==> src/rtl/qt_pkg.sv <==
package qt_pkg;
  // Stored part of a channel control word (byte bits 7:3).
  typedef struct packed {
    logic ie;        // interrupt enable
    logic cnt_mode;  // 1: count external edges, 0: timer
    logic ps_big;    // 1: divide by the large prescale
    logic rising;    // 1: rising edge, 0: falling edge
    logic trig;      // timer waits for external edge
  } ctrl_t;

  localparam int CTRL_W = $bits(ctrl_t);
endpackage

==> src/rtl/qt_edge.sv <==
module qt_edge #(
  parameter int STAGES = 2
) (
  input  logic clk,
  input  logic rst,
  input  logic din,
  output logic rise,
  output logic fall
);
  logic [STAGES-1:0] sync_q;
  logic              prev_q;

  always_ff @(posedge clk) begin
    if (rst) begin
      sync_q <= '0;
      prev_q <= 1'b0;
    end else begin
      sync_q <= {sync_q[STAGES-2:0], din};
      prev_q <= sync_q[STAGES-1];
    end
  end

  assign rise = sync_q[STAGES-1] & ~prev_q;
  assign fall = ~sync_q[STAGES-1] & prev_q;
endmodule

==> src/rtl/qt_prescaler.sv <==
module qt_prescaler #(
  parameter int PS_LO = 16,
  parameter int PS_HI = 256
) (
  input  logic clk,
  input  logic rst,
  input  logic clear,
  input  logic en,
  input  logic sel_hi,
  output logic tick
);
  localparam int PW = $clog2(PS_HI);
  localparam logic [PW-1:0] LO_MAX = PW'(PS_LO - 1);
  localparam logic [PW-1:0] HI_MAX = PW'(PS_HI - 1);

  logic [PW-1:0] ps_q;
  logic [PW-1:0] lim;

  assign lim  = sel_hi ? HI_MAX : LO_MAX;
  assign tick = en && (ps_q >= lim);

  always_ff @(posedge clk) begin
    if (rst || clear) ps_q <= '0;
    else if (en) ps_q <= (ps_q >= lim) ? '0 : ps_q + 1'b1;
  end
endmodule

==> src/rtl/qt_channel.sv <==
module qt_channel
  import qt_pkg::*;
#(
  parameter int DW     = 8,
  parameter int PS_LO  = 16,
  parameter int PS_HI  = 256,
  parameter int STAGES = 2
) (
  input  logic          clk,
  input  logic          rst,
  input  logic          wr_i,
  input  logic [DW-1:0] data_i,
  input  logic          ext_i,
  input  logic          clr_i,
  output logic          tc_wait_o,
  output logic [DW-1:0] cnt_o,
  output logic          zero_o,
  output logic          pend_o
);
  ctrl_t         ctrl_q;
  logic [DW-1:0] tc_q, cnt_q;
  logic          run_q, trig_wait_q, tcp_q, zero_q, pend_q;
  logic          rise, fall, edge_hit, ps_tick, dec, zero_ev;

  qt_edge #(.STAGES(STAGES)) u_edge (
    .clk(clk), .rst(rst), .din(ext_i), .rise(rise), .fall(fall)
  );

  qt_prescaler #(.PS_LO(PS_LO), .PS_HI(PS_HI)) u_ps (
    .clk(clk), .rst(rst), .clear(!run_q),
    .en(run_q && !ctrl_q.cnt_mode), .sel_hi(ctrl_q.ps_big), .tick(ps_tick)
  );

  assign edge_hit = ctrl_q.rising ? rise : fall;
  assign dec      = run_q && (ctrl_q.cnt_mode ? edge_hit : ps_tick);
  assign zero_ev  = dec && (cnt_q == DW'(1));

  always_ff @(posedge clk) begin
    if (rst) begin
      ctrl_q      <= '0;
      tc_q        <= '0;
      cnt_q       <= '0;
      run_q       <= 1'b0;
      trig_wait_q <= 1'b0;
      tcp_q       <= 1'b0;
      zero_q      <= 1'b0;
      pend_q      <= 1'b0;
    end else begin
      zero_q <= zero_ev;
      if (dec) cnt_q <= zero_ev ? tc_q : cnt_q - 1'b1;
      if (zero_ev && ctrl_q.ie) pend_q <= 1'b1;
      if (clr_i) pend_q <= 1'b0;
      if (trig_wait_q && edge_hit) begin
        trig_wait_q <= 1'b0;
        run_q       <= 1'b1;
      end
      if (wr_i) begin
        if (tcp_q) begin
          tc_q  <= data_i;
          tcp_q <= 1'b0;
          if (!run_q) begin
            cnt_q <= data_i;
            if (!ctrl_q.cnt_mode && ctrl_q.trig) trig_wait_q <= 1'b1;
            else run_q <= 1'b1;
          end
        end else if (data_i[0]) begin
          ctrl_q <= ctrl_t'(data_i[DW-1:DW-CTRL_W]);
          tcp_q  <= data_i[2];
          if (data_i[1]) begin
            run_q       <= 1'b0;
            trig_wait_q <= 1'b0;
            pend_q      <= 1'b0;
          end
        end
      end
    end
  end

  assign tc_wait_o = tcp_q;
  assign cnt_o     = cnt_q;
  assign zero_o    = zero_q;
  assign pend_o    = pend_q;


  zero_single_chk: assert property (@(posedge clk) disable iff (rst)
    zero_q |=> !zero_q);


  reload_chk: assert property (@(posedge clk) disable iff (rst)
    $rose(zero_q) |-> cnt_q == $past(tc_q));


  stopped_hold_chk: assert property (@(posedge clk) disable iff (rst)
    (!run_q && !(wr_i && tcp_q)) |=> $stable(cnt_q));


  pend_enable_chk: assert property (@(posedge clk) disable iff (rst)
    $rose(pend_q) |-> $past(ctrl_q.ie));
endmodule

==> src/rtl/qt_irq_sel.sv <==
module qt_irq_sel #(
  parameter int NCH = 4,
  localparam int CW = $clog2(NCH)
) (
  input  logic [NCH-1:0] pend,
  output logic           any,
  output logic [CW-1:0]  idx
);
  always_comb begin
    any = |pend;
    idx = '0;
    for (int i = NCH - 1; i >= 0; i--) begin
      if (pend[i]) idx = CW'(i);
    end
  end
endmodule

==> src/rtl/quad_timer.sv <==
module quad_timer #(
  parameter int NCH    = 4,
  parameter int DW     = 8,
  parameter int PS_LO  = 16,
  parameter int PS_HI  = 256,
  parameter int STAGES = 2,
  localparam int AW    = $clog2(NCH)
) (
  input  logic           clk,
  input  logic           rst,
  input  logic           wr_en,
  input  logic           rd_en,
  input  logic [AW-1:0]  addr,
  input  logic [DW-1:0]  wr_data,
  output logic [DW-1:0]  rd_data,
  input  logic [NCH-1:0] ext_in,
  output logic [NCH-1:0] zero_out,
  input  logic           int_ack,
  output logic           irq,
  output logic [DW-1:0]  int_vector
);
  localparam int BW = DW - AW - 1;  // vector base width

  logic [NCH-1:0] tcw, pend, clr, zero_w;
  logic [DW-1:0]  cnt_w [NCH];
  logic [BW-1:0]  vbase_q;
  logic [DW-1:0]  rd_q, vec_q;
  logic           irq_q, any;
  logic [AW-1:0]  sel_idx;

  for (genvar g = 0; g < NCH; g++) begin : g_ch
    qt_channel #(.DW(DW), .PS_LO(PS_LO), .PS_HI(PS_HI), .STAGES(STAGES)) u_ch (
      .clk(clk), .rst(rst),
      .wr_i(wr_en && (addr == AW'(g))), .data_i(wr_data),
      .ext_i(ext_in[g]), .clr_i(clr[g]),
      .tc_wait_o(tcw[g]), .cnt_o(cnt_w[g]),
      .zero_o(zero_w[g]), .pend_o(pend[g])
    );
  end

  qt_irq_sel #(.NCH(NCH)) u_sel (.pend(pend), .any(any), .idx(sel_idx));

  always_comb begin
    clr = '0;
    if (int_ack && any) clr[sel_idx] = 1'b1;
  end

  always_ff @(posedge clk) begin
    if (rst) begin
      vbase_q <= '0;
      rd_q    <= '0;
      vec_q   <= '0;
      irq_q   <= 1'b0;
    end else begin
      if (wr_en && !wr_data[0] && !tcw[addr]) vbase_q <= wr_data[DW-1:DW-BW];
      if (rd_en) rd_q <= cnt_w[addr];
      irq_q <= any;
      vec_q <= {vbase_q, sel_idx, 1'b0};
    end
  end

  assign rd_data    = rd_q;
  assign zero_out   = zero_w;
  assign irq        = irq_q;
  assign int_vector = vec_q;
endmodule

==> config.mk <==
export PLATFORM = sky130hd
export DESIGN_NAME = quad_timer
export DESIGN_NICKNAME = d
export VERILOG_FILES = /design/src/rtl/qt_pkg.sv /design/src/rtl/qt_edge.sv /design/src/rtl/qt_prescaler.sv /design/src/rtl/qt_channel.sv /design/src/rtl/qt_irq_sel.sv /design/src/rtl/quad_timer.sv
export SDC_FILE = /design/constraint.sdc
export NUM_CORES = 1
export LEC_CHECK = 0
export BUFFER_PORTS_ARGS = -buffer_cell sky130_fd_sc_hd__clkbuf_2
export CAP_MARGIN = 15
export CELL_PAD_IN_SITES_DETAIL_PLACEMENT = 0
export CELL_PAD_IN_SITES_GLOBAL_PLACEMENT = 2
export CORE_MARGIN = 2
export CORE_UTILIZATION = 41
export DETAILED_ROUTE_END_ITERATION = 7
export GPL_ROUTABILITY_DRIVEN = 0
export GPL_TIMING_DRIVEN = 0
export PLACE_DENSITY = 0.88
export SYNTH_ARGS = -nofsm -noshare
export SYNTH_HDL_FRONTEND = slang
export SYNTH_SLANG_ARGS = --single-unit
export TNS_END_PERCENT = 10
==> constraint.sdc <==
create_clock -name clk -period 3.6 [get_ports clk]
set_input_delay 0.72 -clock clk [delete_from_list [all_inputs] [get_ports clk]]
set_output_delay 0.72 -clock clk [all_outputs]
set_load 0.02 [all_outputs]
[Word-level counts from Yosys, hierarchy flattened]
Cells that the tools add are included.
Operators by class
  reductions and logical operators: 60
  add/subtract/negate cells: 8
  muxes and demuxes: 133
  bitwise operators: 21
  $lt $le $gt $ge: 8
  eq/ne operators: 7
Operators by type and width (count)
  $mux 8: 30
  $mux 1: 95
  $logic_and 1x1->1: 36
  $add 8x1->8 const B: 4
  $eq 8x1->1 const B: 4
  $ge 8x8->1: 4
  $sub 8x1->8 const B: 4
  $bmux 8 s2: 1
  $not 1->1: 12
  $reduce_and 3->1: 4
  $logic_not 1->1: 10
  $and 1x1->1: 8
  $mux 2: 4
  $reduce_and 2->1: 4
  $lt 2x3->1 const B: 2
  $eq 2x2->1 const B: 2
  $logic_or 1x1->1: 4
  $mux 4: 1
  $reduce_or 4->1: 1
  $ge 3x3->1 const B: 1
  $not 2->3: 1
  $bmux 1 s2: 1
  $demux 1 s2: 1
  $eq 2x1->1 const B: 1
  2 further kinds: 2
Storage, ports and cells
  register bits after elaboration: 170
  output and inout port bits: 21
  logic and storage cells: 302

[Depth between registers and ports, before layout]
Gate-level depths: netlist (run 1).
  depth in word-level cells: 14
  depth in mapped cells: 9
  gate-level depth less buffers: 8

[Cells and area by module]
A second synthesis (run 1) with hierarchy kept.
Second synthesis, totals
  cell total of the unflattened synthesis: 941
  area, all modules: 8687.1 um^2
Modules (own cells, without submodules)
  qt_channel: cells each 155, times used 4, area an instance 1355.0 um^2
  qt_prescaler: cells each 49, times used 4, area an instance 465.4 um^2
  quad_timer: cells each 86, times used 1, area an instance 1004.7 um^2
  qt_edge: cells each 8, times used 4, area an instance 91.3 um^2
  qt_irq_sel: cells each 7, times used 1, area an instance 35.0 um^2

[Worst setup path after synthesis (run 1)]
OpenSTA, ideal clock, no wires.
  path kind: input to register
  start: input addr[0]
  end: register g_ch[0].u_ch.cnt_q[3]
  arrival time: 1968 ps
  required time: 3514 ps
  library setup time: 86 ps
  stages: 8
  setup slack: 1546 ps
  cells stage by stage: buf_2 nor3b_2 and2_1 buf_2 nand2b_2 clkbuf_8 o21a_1 a211oi_1
On the way
  word-level cells in the longest chain between the ends: 3
RTL lines
  start: declaration: line quad_timer.sv:13  | input logic [AW-1:0] addr,
  $logic_not 2->1: line quad_timer.sv:34  | .wr_i(wr_en && (addr == AW'(g))), .data_i(wr_data),
  $logic_and 1x1->1: line quad_timer.sv:34
  $mux 8: line qt_channel.sv:57  | if (wr_i) begin
  end signal: assignment: line qt_channel.sv:50  | if (dec) cnt_q <= zero_ev ? tc_q : cnt_q - 1'b1;
  end signal: assignment: line qt_channel.sv:62  | cnt_q <= data_i;
  end: declaration: line qt_channel.sv:21  | logic [DW-1:0] tc_q, cnt_q;
No other way between the ends.
A chain may end at the register's enable or synchronous reset.

[Final worst setup path (run 1)]
  start: register g_ch[2].u_ch.ctrl_q[2] (netlist name)
  end: register g_ch[2].u_ch.cnt_q[5]
On the way
  word-level cells in the longest chain between the ends: 11
RTL lines
  start: declaration: line qt_channel.sv:20  | ctrl_t ctrl_q;
  start signal: assignment: line qt_channel.sv:67  | ctrl_q <= ctrl_t'(data_i[DW-1:DW-CTRL_W]);
  $mux 8 *: line qt_prescaler.sv:19  | assign lim = sel_hi ? HI_MAX : LO_MAX;
  $ge 8x8->1 *: line qt_prescaler.sv:20  | assign tick = en && (ps_q >= lim);
  $logic_and 1x1->1 *: line qt_prescaler.sv:20
  $mux 1 *: line qt_channel.sv:35  | assign dec = run_q && (ctrl_q.cnt_mode ? edge_hit : ps_tick);
  $logic_and 1x1->1 *: line qt_channel.sv:35
  $logic_and 1x1->1: line qt_channel.sv:36  | assign zero_ev = dec && (cnt_q == DW'(1));
  $mux 8: line qt_channel.sv:50
  $mux 8 *: line qt_channel.sv:50
  $mux 8: line qt_channel.sv:61  | if (!run_q) begin
  $mux 8: line qt_channel.sv:58  | if (tcp_q) begin
  $mux 8 *: line qt_channel.sv:57
  end signal: assignment: line qt_channel.sv:50
  end signal: assignment: line qt_channel.sv:62
  end: declaration: line qt_channel.sv:21
Every way passes the cells marked *; elsewhere a longest branch is shown, timed or not.

==> results of run 1 <==
## cell type report
class,instances,area share
clock inverters,10,0.01531
flip-flops and latches,169,0.3631
clock buffers,21,0.05157
plain buffers,50,0.02807
well taps,265,0.03559
multi-input cells,709,0.4754
inverters,30,0.01209
repair buffers,35,0.01880
## registers in the layout, indices dropped and copies added (netlist names)
name / count
g_ch.u_ch.pend_o: 4
g_ch.u_ch.ctrl_q: 20
g_ch.u_ch.zero_o: 4
g_ch.u_ch.trig_wait_q: 4
irq: 1
vbase_q: 5
g_ch.u_ch.run_q: 4
g_ch.u_ch.u_edge.prev_q: 4
rd_data: 8
g_ch.u_ch.tc_q: 32
g_ch.u_ch.tc_wait_o: 4
g_ch.u_ch.u_ps.ps_q: 32
int_vector: 7
g_ch.u_ch.u_edge.sync_q: 8
g_ch.u_ch.cnt_o: 32
## worst reg2reg max path, stage by stage (launching register included)
cell      delay [ns]
dfxtp_1         0.33
inv_1           0.09
ha_1            0.32
and3_1          0.16
nand3_1         0.08
a31oi_1         0.12
nor2_1          0.69
o21ai_0         0.21
a311oi_1        0.29
## routing by layer
| layer | vias up | GRT usage | share of wire |
|---|---|---|---|
| met5 | - | 0 | 0 |
| met4 | 0 | 0.07745 | 0.024 |
| met3 | 36 | 0.04591 | 0.055 |
| met2 | 195 | 0.3237 | 0.43 |
| met1 | 3276 | 0.3142 | 0.49 |
| li1 | 3473 | - | - |
## layout by cell type (no fill, tap or decap), drive strengths merged, types with 24 or more instances in the layout
cell type and count:
nor3 24, nor2b 26, dfxtp 169, nor2 141, mux2i 39, ha 28
nand2 126, clkbuf 88, inv 30, a21oi 54
## logic make-up after synthesis
| logic type | count (synthesis) |
|---|---|
| flip-flops | 169 |
| AND/OR/NAND/NOR | 425 |
| other | 1 |
| multiplexers | 53 |
| XOR/XNOR | 26 |
| AO/OA/AOI/OAI | 176 |
| buffers and inverters | 80 |
| adder cells (fa/ha/maj) | 28 |
## stage by stage
stage / instances / power [mW] / util / setup WS, ns / cell area [sq um]
after floorplan: 958 / 2.047 / - / 1.546 / 8187
after global placement: 1258 / 2.121 / 0.4452 / 0.9030 / 8693
after detailed placement: 1258 / 2.121 / 0.4452 / 0.9662 / 8693
after CTS: 1289 / 4.039 / 0.4771 / 1.246 / 9316
after global routing: 1289 / 4.140 / 0.4771 / 0.9489 / 9316
final: 1289 / 4.010 / 0.4771 / 1.229 / 9316
## worst paths after layout
check                           startpoint                       endpoint  slack (ns)  cells past startpoint
max                 g_ch[2].u_ch.ctrl_q[2]          g_ch[2].u_ch.cnt_o[5]        1.23                      8
min          g_ch[3].u_ch.u_edge.sync_q[0]  g_ch[3].u_ch.u_edge.sync_q[1]        0.44                      1
max reg2reg         g_ch[2].u_ch.ctrl_q[2]          g_ch[2].u_ch.cnt_o[5]        1.23                      8
min reg2reg  g_ch[3].u_ch.u_edge.sync_q[0]  g_ch[3].u_ch.u_edge.sync_q[1]        0.44                      1
## power groups by stage
stage	Clock, mW	Combinational [mW]	Sequential, mW
final	1.93	0.181	1.90
after global routing	2.04	0.195	1.90
after CTS	1.96	0.181	1.90
after detailed placement	0	0.180	1.94
after global placement	0	0.180	1.94
after floorplan	0	0.107	1.94
==> results.tsv, run 1 <==
stage	metric	value	unit
layout	fillers	1994	
pwr	Reg power frac	0.474	
drt	DRT Wirelength	22980	um
clocking	cts repair resizes	0	
clocking	buffer levels on the longest clock path	2	
grt	vias in the first global route	6522	
setup_path	Slowest-stage cell, CP	nor2_1	
yosys	mapped cell area	8187	sq um
sta	WHS	0.4365	ns
setup_path	CP arrival	2.71	ns
layout	Layout Area Growth over Synthesis	13.80	%
drt	routed vias	6980	
clocking	postcts setup bufs	0	
yosys	count of cell types in the netlist	68	
die	Initial Util	0.4193	
sta	unrepaired setup endpoints after global routing	no	
pwr	maximum vdd drop	0.0003217	V
grt	remaining global-route overflow	0	
clocking	Clock transition at path regs	0.06	ns
clocking	Root Buffer	clkbuf_16	
yosys	FFs w/ async S/R, synth	0	
yosys	count leader, synth	dfxtp_1	
yosys	Post-Syn Instances	958	
yosys	XOR/XNOR Fraction of Synth Area	0.02782	
sta	Slew headroom	0.3851	
pwr	Leakage	3.375	nW
layout	area of the multi-input gates	4429	sq um
flow_run	max_cap viols	0	
clocking	insertion delay to the later sink of the worst-skew pair	0.43	ns
yosys	Net Count, Synth	1005	
pwr	switching share of power	0.2251	
yosys	post-synthesis simple-gate area fraction	0.2485	
sta	final hold vios	0	
die	die width	145.3	um
pwr	Switching Power	902.5	uW
setup_path	crit path buf inv count	1	
setup_path	Data required, critical path	3.93	ns
yosys	Area contributors post-synth	dfxtp_1, nor2_1, nand2_1	
layout	ant diodes	0	
yosys	prevailing post-synth register cell	dfxtp_1	
sta	setup TNS	0	ns
layout	layout cells sized above 1	0.1230	
clocking	clock sink count	169	
clocking	CTS tree	done	
sta	f_max	421.8	MHz
setup_path	crit-path cells	inv_1 > ha_1 > and3_1 > nand3_1 > a31oi_1 > nor2_1 > o21ai_0 > a311oi_1	
die	I/O pins	40	
sta	clk_skew	0.004617	ns
clocking	CTS H-tree lvls	4	
yosys	EDFF count, synth	0	
yosys	post-synth top area share	0.4133	
yosys	Post-synth top cells	dfxtp_1, nor2_1, nand2_1, a21oi_1, mux2i_1	
grt	initial antenna violation count	0	
pwr	Int Power	3.108	mW
place	Post-DP HPWL	16300	um
setup_path	worst-path maximum fanout	10	
layout	sequential cell area	3383	sq um
sta	final setup fails	0	
pwr	Clk pwr share	0.481	
clocking	Inserted Clock Buffers	17	
drt	DR iter-0 viols	509	
clocking	# hold bufs at CTS	0	
setup_path	delay-heaviest family, CP	simple AND/OR/NAND/NOR gates	
place	Port Buffers	35	
yosys	Yosys reg bits	169	
min_path	HP Class	reg2reg	
yosys	adder-cell area share of the yosys netlist	0.04279	
grt	Global Route Usage Sum	0.2184	
yosys	syn_area_per_cell	8.546	sq um
setup_path	Setup crit end kind	register	
die	die height	145.3	um
outcome	status	finished, final reports clean	
drt	router iterations before antenna repair	5	
die	die area	21110	sq um
setup_path	worst stage delay on the critical path	0.68	ns
die	core area	19530	sq um
sta	Final Critical Period	2.371	ns
drt	vias per cell	5.415	
sta	actual slew at the worst max-slew pin	0.9223	ns
yosys	Synth area leader	dfxtp_1	
grt	first-pass GRT wire length	36370	um
yosys	synth warn	0	
setup_path	crit path kind	reg2reg	
die	Rows	51	
pwr	Logic pwr share	0.045	
setup_path	Worst setup SP type	register	
layout	nets	1059	
yosys	Synth Area in Compound Gates	0.1435	
grt	largest net degree at the start of global routing	17	
drt	antenna-violating nets left	0	
yosys	post-synthesis mux area share	0.07795	
sta	final period utilization	0.6585	
sta	fin. max-slew vios	0	
pwr	Power Density	430.4	nW/um^2
yosys	main combinational cell family by area after synthesis	simple AND/OR/NAND/NOR gates	
drt	DRC	0	
yosys	sequential share of the synthesized area	0.4133	
drt	DR WL/cell	17.83	um
Power figures use the tool's default switching activity.
==> inputs of run 2 (changes only) <==
--- a/config.mk
+++ b/config.mk
@@ -5,16 +5,17 @@
 export SDC_FILE = /design/constraint.sdc
 export NUM_CORES = 1
 export LEC_CHECK = 0
+export ABC_AREA = 1
 export BUFFER_PORTS_ARGS = -buffer_cell sky130_fd_sc_hd__clkbuf_2
 export CAP_MARGIN = 15
 export CELL_PAD_IN_SITES_DETAIL_PLACEMENT = 0
 export CELL_PAD_IN_SITES_GLOBAL_PLACEMENT = 2
 export CORE_MARGIN = 2
-export CORE_UTILIZATION = 41
+export CORE_UTILIZATION = 35
 export DETAILED_ROUTE_END_ITERATION = 7
 export GPL_ROUTABILITY_DRIVEN = 0
 export GPL_TIMING_DRIVEN = 0
-export PLACE_DENSITY = 0.88
+export PLACE_DENSITY = 0.83
 export SYNTH_ARGS = -nofsm -noshare
 export SYNTH_HDL_FRONTEND = slang
 export SYNTH_SLANG_ARGS = --single-unit
==> constraint.sdc (replaced) <==
create_clock -name clk -period 2.45 [get_ports clk]
set_input_delay 0.49 -clock clk [delete_from_list [all_inputs] [get_ports clk]]
set_output_delay 0.49 -clock clk [all_outputs]
set_load 0.02 [all_outputs]
==> run 2 against run 1 <==
Synthesized cell count rose by 28%; worst hold slack got worse by 0.20 ns; cell count grew 25%; design area increased by 3.1%; clock-buffer cell count down 3; flip-flop and latch count did not move; via count is 11% higher; core utilization shrank 6.9 points; first-iteration DRC count shrank 24%; combinational power rose by 85%; critical path type unchanged; largest power group unchanged.
==> results.tsv, run 2 <==
stage	metric	value	unit	change
outcome	status	finished, final reports clean		unchanged
yosys	Net Count, Synth	1278		was 1,005
clocking	# hold bufs at CTS	0		unchanged
layout	layout cells sized above 1	0.08320		was 0.1230
yosys	EDFF count, synth	0		unchanged
yosys	sequential share of the synthesized area	0.4017		was 0.4133
layout	nets	1332		was 1,059
min_path	HP Class	in2reg		was reg2reg
drt	routed vias	7745		was 6,980
setup_path	Data required, critical path	2.78	ns	was 3.93 ns
die	Initial Util	0.3577		was 0.4193
clocking	Inserted Clock Buffers	17		unchanged
clocking	insertion delay to the later sink of the worst-skew pair	0.44	ns	was 0.43 ns
die	I/O pins	40		unchanged
yosys	synth warn	0		unchanged
sta	final hold vios	0		unchanged
clocking	CTS tree	done		unchanged
setup_path	r2r setup slk	0.41	ns	was 1.23 ns
sta	final period utilization	0.8334		was 0.6585
clocking	CTS H-tree lvls	4		unchanged
yosys	Yosys reg bits	169		unchanged
grt	Global Route Usage Sum	0.1976		was 0.2184
yosys	FFs w/ async S/R, synth	0		unchanged
layout	ant diodes	0		unchanged
die	core area	23540	sq um	was 19,530 sq um
sta	clk_skew	0.01096	ns	was 0.004617 ns
drt	DRT Wirelength	24770	um	was 22,980 um
setup_path	crit path kind	reg2reg		unchanged
place	Port Buffers	35		unchanged
grt	vias in the first global route	7183		was 6,522
drt	DRC	0		unchanged
sta	setup ws final	0.4081	ns	was 1.229 ns
grt	initial antenna violation count	0		unchanged
setup_path	worst-path maximum fanout	10		unchanged
yosys	Post-synth top cells	nand2_1, inv_1, dfxtp_1, nand3_1, nor2_1		was dfxtp_1, nor2_1, nand2_1, a21oi_1, mux2i_1
die	die height	159.1	um	was 145.3 um
yosys	mapped cell area	8422	sq um	was 8187 sq um
pwr	maximum vdd drop	0.0003388	V	was 0.0003217 V
place	Post-DP HPWL	18070	um	was 16,300 um
flow_run	max_cap viols	0		unchanged
layout	Layout Area Growth over Synthesis	14.08	%	was 13.80%
setup_path	CP arrival	2.37	ns	was 2.71 ns
yosys	Area contributors post-synth	dfxtp_1, nand2_1, inv_1		was dfxtp_1, nor2_1, nand2_1
sta	unrepaired setup endpoints after global routing	no		unchanged
die	die area	25320	sq um	was 21,110 sq um
yosys	Synth area leader	dfxtp_1		unchanged
sta	final setup fails	0		unchanged
place	pre-CTS WS	0.09688	ns	was 0.9662 ns
sta	Final Critical Period	2.042	ns	was 2.371 ns
clocking	postcts setup bufs	0		unchanged
layout	most common library cell in the layout ignoring fill and taps	nand2_1		was dfxtp_1
drt	DR WL/cell	15.32	um	was 17.83 um
clocking	cts repair resizes	0		unchanged
pwr	Leakage	4.257	nW	was 3.375 nW
die	Rows	56		was 51
grt	largest net degree at the start of global routing	17		unchanged
sta	setup TNS	0	ns	unchanged
clocking	Clock transition at path regs	0.07	ns	was 0.06 ns
drt	router iterations before antenna repair	5		unchanged
pwr	total power	6.049	mW	was 4.010 mW
setup_path	Worst setup SP type	register		unchanged
drt	vias per cell	4.790		was 5.415
layout	final core occ	0.4081		was 0.4771
yosys	Post-Syn Instances	1231		was 958
layout	most frequent cells in the layout	nand2_1, inv_1, dfxtp_1, nand3_1, nor2_1		was dfxtp_1, nor2_1, nand2_1, a21oi_1, mux2i_1
drt	DR iter-0 viols	389		was 509
sta	WHS	0.2356	ns	was 0.4365 ns
die	die width	159.1	um	was 145.3 um
clocking	Root Buffer	clkbuf_16		unchanged
sta	fin. max-slew vios	0		unchanged
clocking	buffer levels on the longest clock path	2		unchanged
yosys	post-synth top area share	0.4017		was 0.4133
sta	Slew headroom	0.3484		was 0.3851
sta	f_max	489.7	MHz	was 421.8 MHz
setup_path	Setup crit end kind	register		unchanged
yosys	prevailing post-synth register cell	dfxtp_1		unchanged
grt	first-pass GRT wire length	39460	um	was 36,370 um
clocking	clock sink count	169		unchanged
yosys	count of cell types in the netlist	41		was 68
yosys	syn_area_per_cell	6.841	sq um	was 8.546 sq um
drt	antenna-violating nets left	0		unchanged
grt	remaining global-route overflow	0		unchanged
yosys	count leader, synth	nand2_1		was dfxtp_1
pwr	Power Density	629.5	nW/um^2	was 430.4 nW/um^2
sta	actual slew at the worst max-slew pin	0.9773	ns	was 0.9223 ns
layout	fillers	2601		was 1,994
## run 2: changes by cell type after synthesis, moves of 39 or more
cell     delta
o21ai_0    +65
a21oi_1    +41
mux2i_1    -39
nand2_1   +130
inv_1     +159
nand3_1   +100
## run 2: stage by stage
| stage | area (sq um) | std cells |
|---|---|---|
| after global placement | 8996 | 1585 |
| after floorplan | 8422 | 1231 |
| after global routing | 9608 | 1617 |
| after CTS | 9608 | 1617 |
| final | 9608 | 1617 |
| after detailed placement | 8996 | 1585 |
## run 2: worst paths after layout
kind / from / endpoint / cells after the start
max: g_ch[1].u_ch.ctrl_q[2] / g_ch[1].u_ch.cnt_o[1] / 11
max reg2reg: g_ch[1].u_ch.ctrl_q[2] / g_ch[1].u_ch.cnt_o[1] / 11
min: ext_in[0] / g_ch[0].u_ch.u_edge.sync_q[0] / 3
min reg2reg: g_ch[2].u_ch.u_edge.sync_q[0] / g_ch[2].u_ch.u_edge.sync_q[1] / 2
## run 2: layer usage
metal,GRT usage,wire length [um],vias up
met5,0,0,-
met4,0.05207,323,0
met3,0.03360,925,25
met2,0.3087,10780,141
met1,0.2821,12740,3509
li1,-,-,4070
## run 2: layout make-up
| type | count | area (sq um) | area share |
|---|---|---|---|
| buffer | 34 | 158.9 | 0.01654 |
| timing repair buffer | 35 | 175.2 | 0.01823 |
| tap | 319 | 399.1 | 0.04154 |
| sequential | 169 | 3383 | 0.3521 |
| clock buffer | 18 | 429.2 | 0.04467 |
| clock inverter | 14 | 182.7 | 0.01901 |
| multi-input combinational | 828 | 4129 | 0.4297 |
| inverter | 200 | 750.7 | 0.07814 |
## run 2: where the power goes
group | switching (mW) | leakage (nW) | internal (mW)
Clock | 1.27 | 0.295 | 1.64
Combinational | 0.244 | 2.59 | 0.0896
Sequential | 0.0219 | 1.37 | 2.79
Total | 1.54 | 4.26 | 4.51
## run 2: logic make-up after synthesis
kind of cell / share of synthesized area
other cells: 0.0004453
flops: 0.4017
buf+inv: 0.1080
compound gates: 0.1450
xor+xnor: 0.02496
fa+ha+maj: 0.04160
simple gates: 0.2783
## run 2: worst max-delay path, cell delays in order (launching register included)
cell	delay [ns]
dfxtp_1	0.33
inv_1	0.08
ha_1	0.31
a21oi_1	0.16
nand3_1	0.09
nand2_1	0.07
buf_2	0.23
nand2_1	0.29
nand2_1	0.16
nand3_1	0.07
nand2_1	0.08
inv_1	0.04
==> inputs of run 3 (changes only) <==
--- a/config.mk
+++ b/config.mk
@@ -11,11 +11,11 @@
 export CELL_PAD_IN_SITES_DETAIL_PLACEMENT = 0
 export CELL_PAD_IN_SITES_GLOBAL_PLACEMENT = 2
 export CORE_MARGIN = 2
-export CORE_UTILIZATION = 35
+export CORE_UTILIZATION = 32
 export DETAILED_ROUTE_END_ITERATION = 7
 export GPL_ROUTABILITY_DRIVEN = 0
 export GPL_TIMING_DRIVEN = 0
-export PLACE_DENSITY = 0.83
+export PLACE_DENSITY = 0.8
 export SYNTH_ARGS = -nofsm -noshare
 export SYNTH_HDL_FRONTEND = slang
 export SYNTH_SLANG_ARGS = --single-unit
==> constraint.sdc (replaced) <==
create_clock -name clk -period 1.7 [get_ports clk]
set_input_delay 0.34 -clock clk [delete_from_list [all_inputs] [get_ports clk]]
set_output_delay 0.34 -clock clk [all_outputs]
set_load 0.02 [all_outputs]
==> run 3 against run 2 <==
Sequential share of layout area shrank 2.4 points; worst hold slack worse by 0.15 ns; global-route usage is 1.0 points lower; via count rose by 2.1%; first-iteration DRC count increased by 40%; clock power rose by 41%; wire length is 4.5% higher; largest power group unchanged.
==> results.tsv, run 3 (same netlist as run 2, synthesis figures left out) <==
stage	metric	value	unit	change
setup_path	CP most frequent cell	clkbuf_1		was nand2_1
setup_path	crit path kind	in2reg		was reg2reg
sta	final period utilization	0.9692		
die	Initial Util	0.3241		was 0.3577
setup_path	Data required, critical path	1.97	ns	was 2.78 ns
place	placed instance count	1601		was 1,585
setup_path	Worst setup SP type	primary input		was register
die	Rows	59		was 56
setup_path	worst stage delay on the critical path	0.76	ns	was 0.33 ns
clocking	Inserted Clock Buffers	17		unchanged
pwr	maximum vdd drop	0.0005104	V	was 0.0003388 V
outcome	status	finished, final reports clean		unchanged
drt	DRC	0		unchanged
drt	DR WL/cell	15.69	um	was 15.32 um
setup_path	crit path buf inv count	3		unchanged
drt	DR WL met2	11530	um	was 10,780 um
layout	most frequent cells in the layout	nand2_1, inv_1, dfxtp_1, nor2_1, nand3_1		was nand2_1, inv_1, dfxtp_1, nand3_1, nor2_1
sta	clk_skew	0.01321	ns	was 0.01096 ns
clocking	insertion delay to the later sink of the worst-skew pair	0.43	ns	was 0.44 ns
clocking	buffer levels on the longest clock path	2		unchanged
drt	DR iter-0 viols	545		was 389
clocking	Root Buffer	clkbuf_16		unchanged
grt	Global Route Usage Sum	0.1871		was 0.1976
pwr	total power	8.658	mW	was 6.049 mW
die	die height	166.2	um	was 159.1 um
grt	first-pass GRT wire length	41080	um	was 39,460 um
layout	most common library cell in the layout ignoring fill and taps	nand2_1		unchanged
die	I/O pins	40		unchanged
flow_run	max_cap viols	0		unchanged
place	Port Buffers	35		unchanged
setup_path	Slowest-stage cell, CP	clkbuf_1		was dfxtp_1
grt	vias in the first global route	7547		was 7,183
sta	fin. max-slew vios	0		unchanged
layout	final cell count without fillers	1650		was 1,617
sta	final hold vios	0		unchanged
clocking	CTS H-tree lvls	4		unchanged
setup_path	worst-path maximum fanout	10		unchanged
drt	wl on met1	12910	um	was 12,740 um
drt	antenna-violating nets left	0		unchanged
die	die area	27630	sq um	was 25,320 sq um
sta	f_max	606.9	MHz	
drt	routed vias	7905		was 7,745
grt	initial antenna violation count	1		was 0
drt	vias per cell	4.791		was 4.790
grt	remaining global-route overflow	0		unchanged
sta	Final Critical Period	1.648	ns	
drt	DR top layer	met4		unchanged
pwr	Leakage	4.492	nW	was 4.257 nW
sta	Slew headroom	0.3759		was 0.3484
layout	layout cells sized above 1	0.1583		was 0.08320
clocking	Clock transition at path regs	0.08	ns	was 0.07 ns
drt	router iterations before antenna repair	5		unchanged
place	Post-DP HPWL	18660	um	was 18,070 um
layout	fillers	2853		was 2,601
die	die width	166.2	um	was 159.1 um
setup_path	delay-heaviest family, CP	buffers and inverters		was simple AND/OR/NAND/NOR gates
pwr	Power Density	836.3	nW/um^2	was 629.5 nW/um^2
drt	DRT Wirelength	25880	um	was 24,770 um
sta	final setup fails	0		unchanged
layout	Layout Area Growth over Synthesis	22.92	%	was 14.08%
layout	nets	1348		was 1,332
setup_path	crit-path cells	clkbuf_2 > clkbuf_1 > clkbuf_1 > nor2_1		was inv_1 > ha_1 > a21oi_1 > nand3_1 > nand2_1 > buf_2 > nand2_1 > nand2_1 > nand3_1 > nand2_1 > inv_1
sta	setup TNS	0	ns	unchanged
die	core area	25980	sq um	was 23,540 sq um
sta	actual slew at the worst max-slew pin	0.9362	ns	was 0.9773 ns
setup_path	CP arrival	1.92	ns	was 2.37 ns
sta	unrepaired setup endpoints after global routing	yes		was no
clocking	CTS tree	done		unchanged
setup_path	Setup crit end kind	register		unchanged
clocking	clock sink count	169		unchanged
sta	WHS	0.08671	ns	was 0.2356 ns
grt	largest net degree at the start of global routing	18		was 17
drt	Met3 Wirelength	1011	um	was 925 um
min_path	HP Class	in2reg		unchanged
-- run 3: cell types whose count changed in the layout (fill, tap and decap cells not counted), moves of 6 or more --
cell,before,now
dfxtp_2,0,6
dfxtp_1,169,160
nand2_2,8,14
buf_4,5,12
nand2_1,256,241
nand3_1,120,100
nand3_2,0,19
nand2_4,0,7
ha_1,28,12
ha_4,0,16
inv_1,189,182
-- run 3: final cells by class --
type                            count  area, sq um  share of cell area
Antenna cell                        1        2.502           0.0002417
Buffer                             34        176.4             0.01704
Clock buffer                       17        425.4             0.04109
Clock inverter                     15        180.2             0.01740
Inverter                          200        783.3             0.07566
Multi-Input combinational cell    831         4666              0.4507
Sequential cell                   169         3402              0.3286
Tap cell                          335        419.2             0.04049
Timing Repair Buffer               48        297.8             0.02876
-- run 3: layer usage --
metal,vias to the layer above,global-route usage
met3,24,0.02741
li1,4128,-
met5,-,0
met4,0,0.05210
met2,154,0.2993
met1,3599,0.2634
-- run 3: stage by stage --
step,worst slack [ns],utilization,instance area [sq um]
3_5_place_dp,-0.5704,0.3470,9016
6_report,0.05238,0.3984,10350
4_1_cts,-0.01117,0.3791,9852
5_1_grt,-0.04884,0.3983,10350
3_3_place_gp,-0.5334,0.3470,9016
2_1_floorplan,0.05355,-,8422
-- run 3: worst reg2reg max path, delay by kind of cell (launching register included) --
| family | cells | cell delay [ns] |
|---|---|---|
| buffers and inverters | 2 | 0.14 |
| AOI/OAI and AO/OA | 1 | 0.19 |
| DFF | 1 | 0.33 |
| and+or+nand+nor | 6 | 0.65 |
| adders and majority gates | 1 | 0.21 |
-- run 3: worst paths after layout --
kind / startpoint / to / slack [ns] / cells past startpoint
setup / recovery: rst / g_ch[1].u_ch.zero_o / 0.05 / 4
setup reg to reg: g_ch[3].u_ch.ctrl_q[2] / g_ch[3].u_ch.cnt_o[3] / 0.06 / 10
hold reg to reg: g_ch[0].u_ch.u_edge.sync_q[0] / g_ch[0].u_ch.u_edge.sync_q[1] / 0.40 / 2
hold / removal: ext_in[0] / g_ch[0].u_ch.u_edge.sync_q[0] / 0.09 / 3
-- run 3: power by group --
group          switching (mW)  internal [mW]  total [mW]  leakage, nW
clock network            1.87           2.23        4.10        0.298
logic                   0.368          0.143       0.511         2.82
registers              0.0372           4.01        4.05         1.37
-- run 3: timing repair --
item	4_1_cts	5_1_grt
buffers inserted	8	4
hold buffers	0	0
pin swaps	6	38
setup endpoints to repair	64	50
hold endpoints to repair	0	0
resized for setup	39	94
gates cloned	2	2
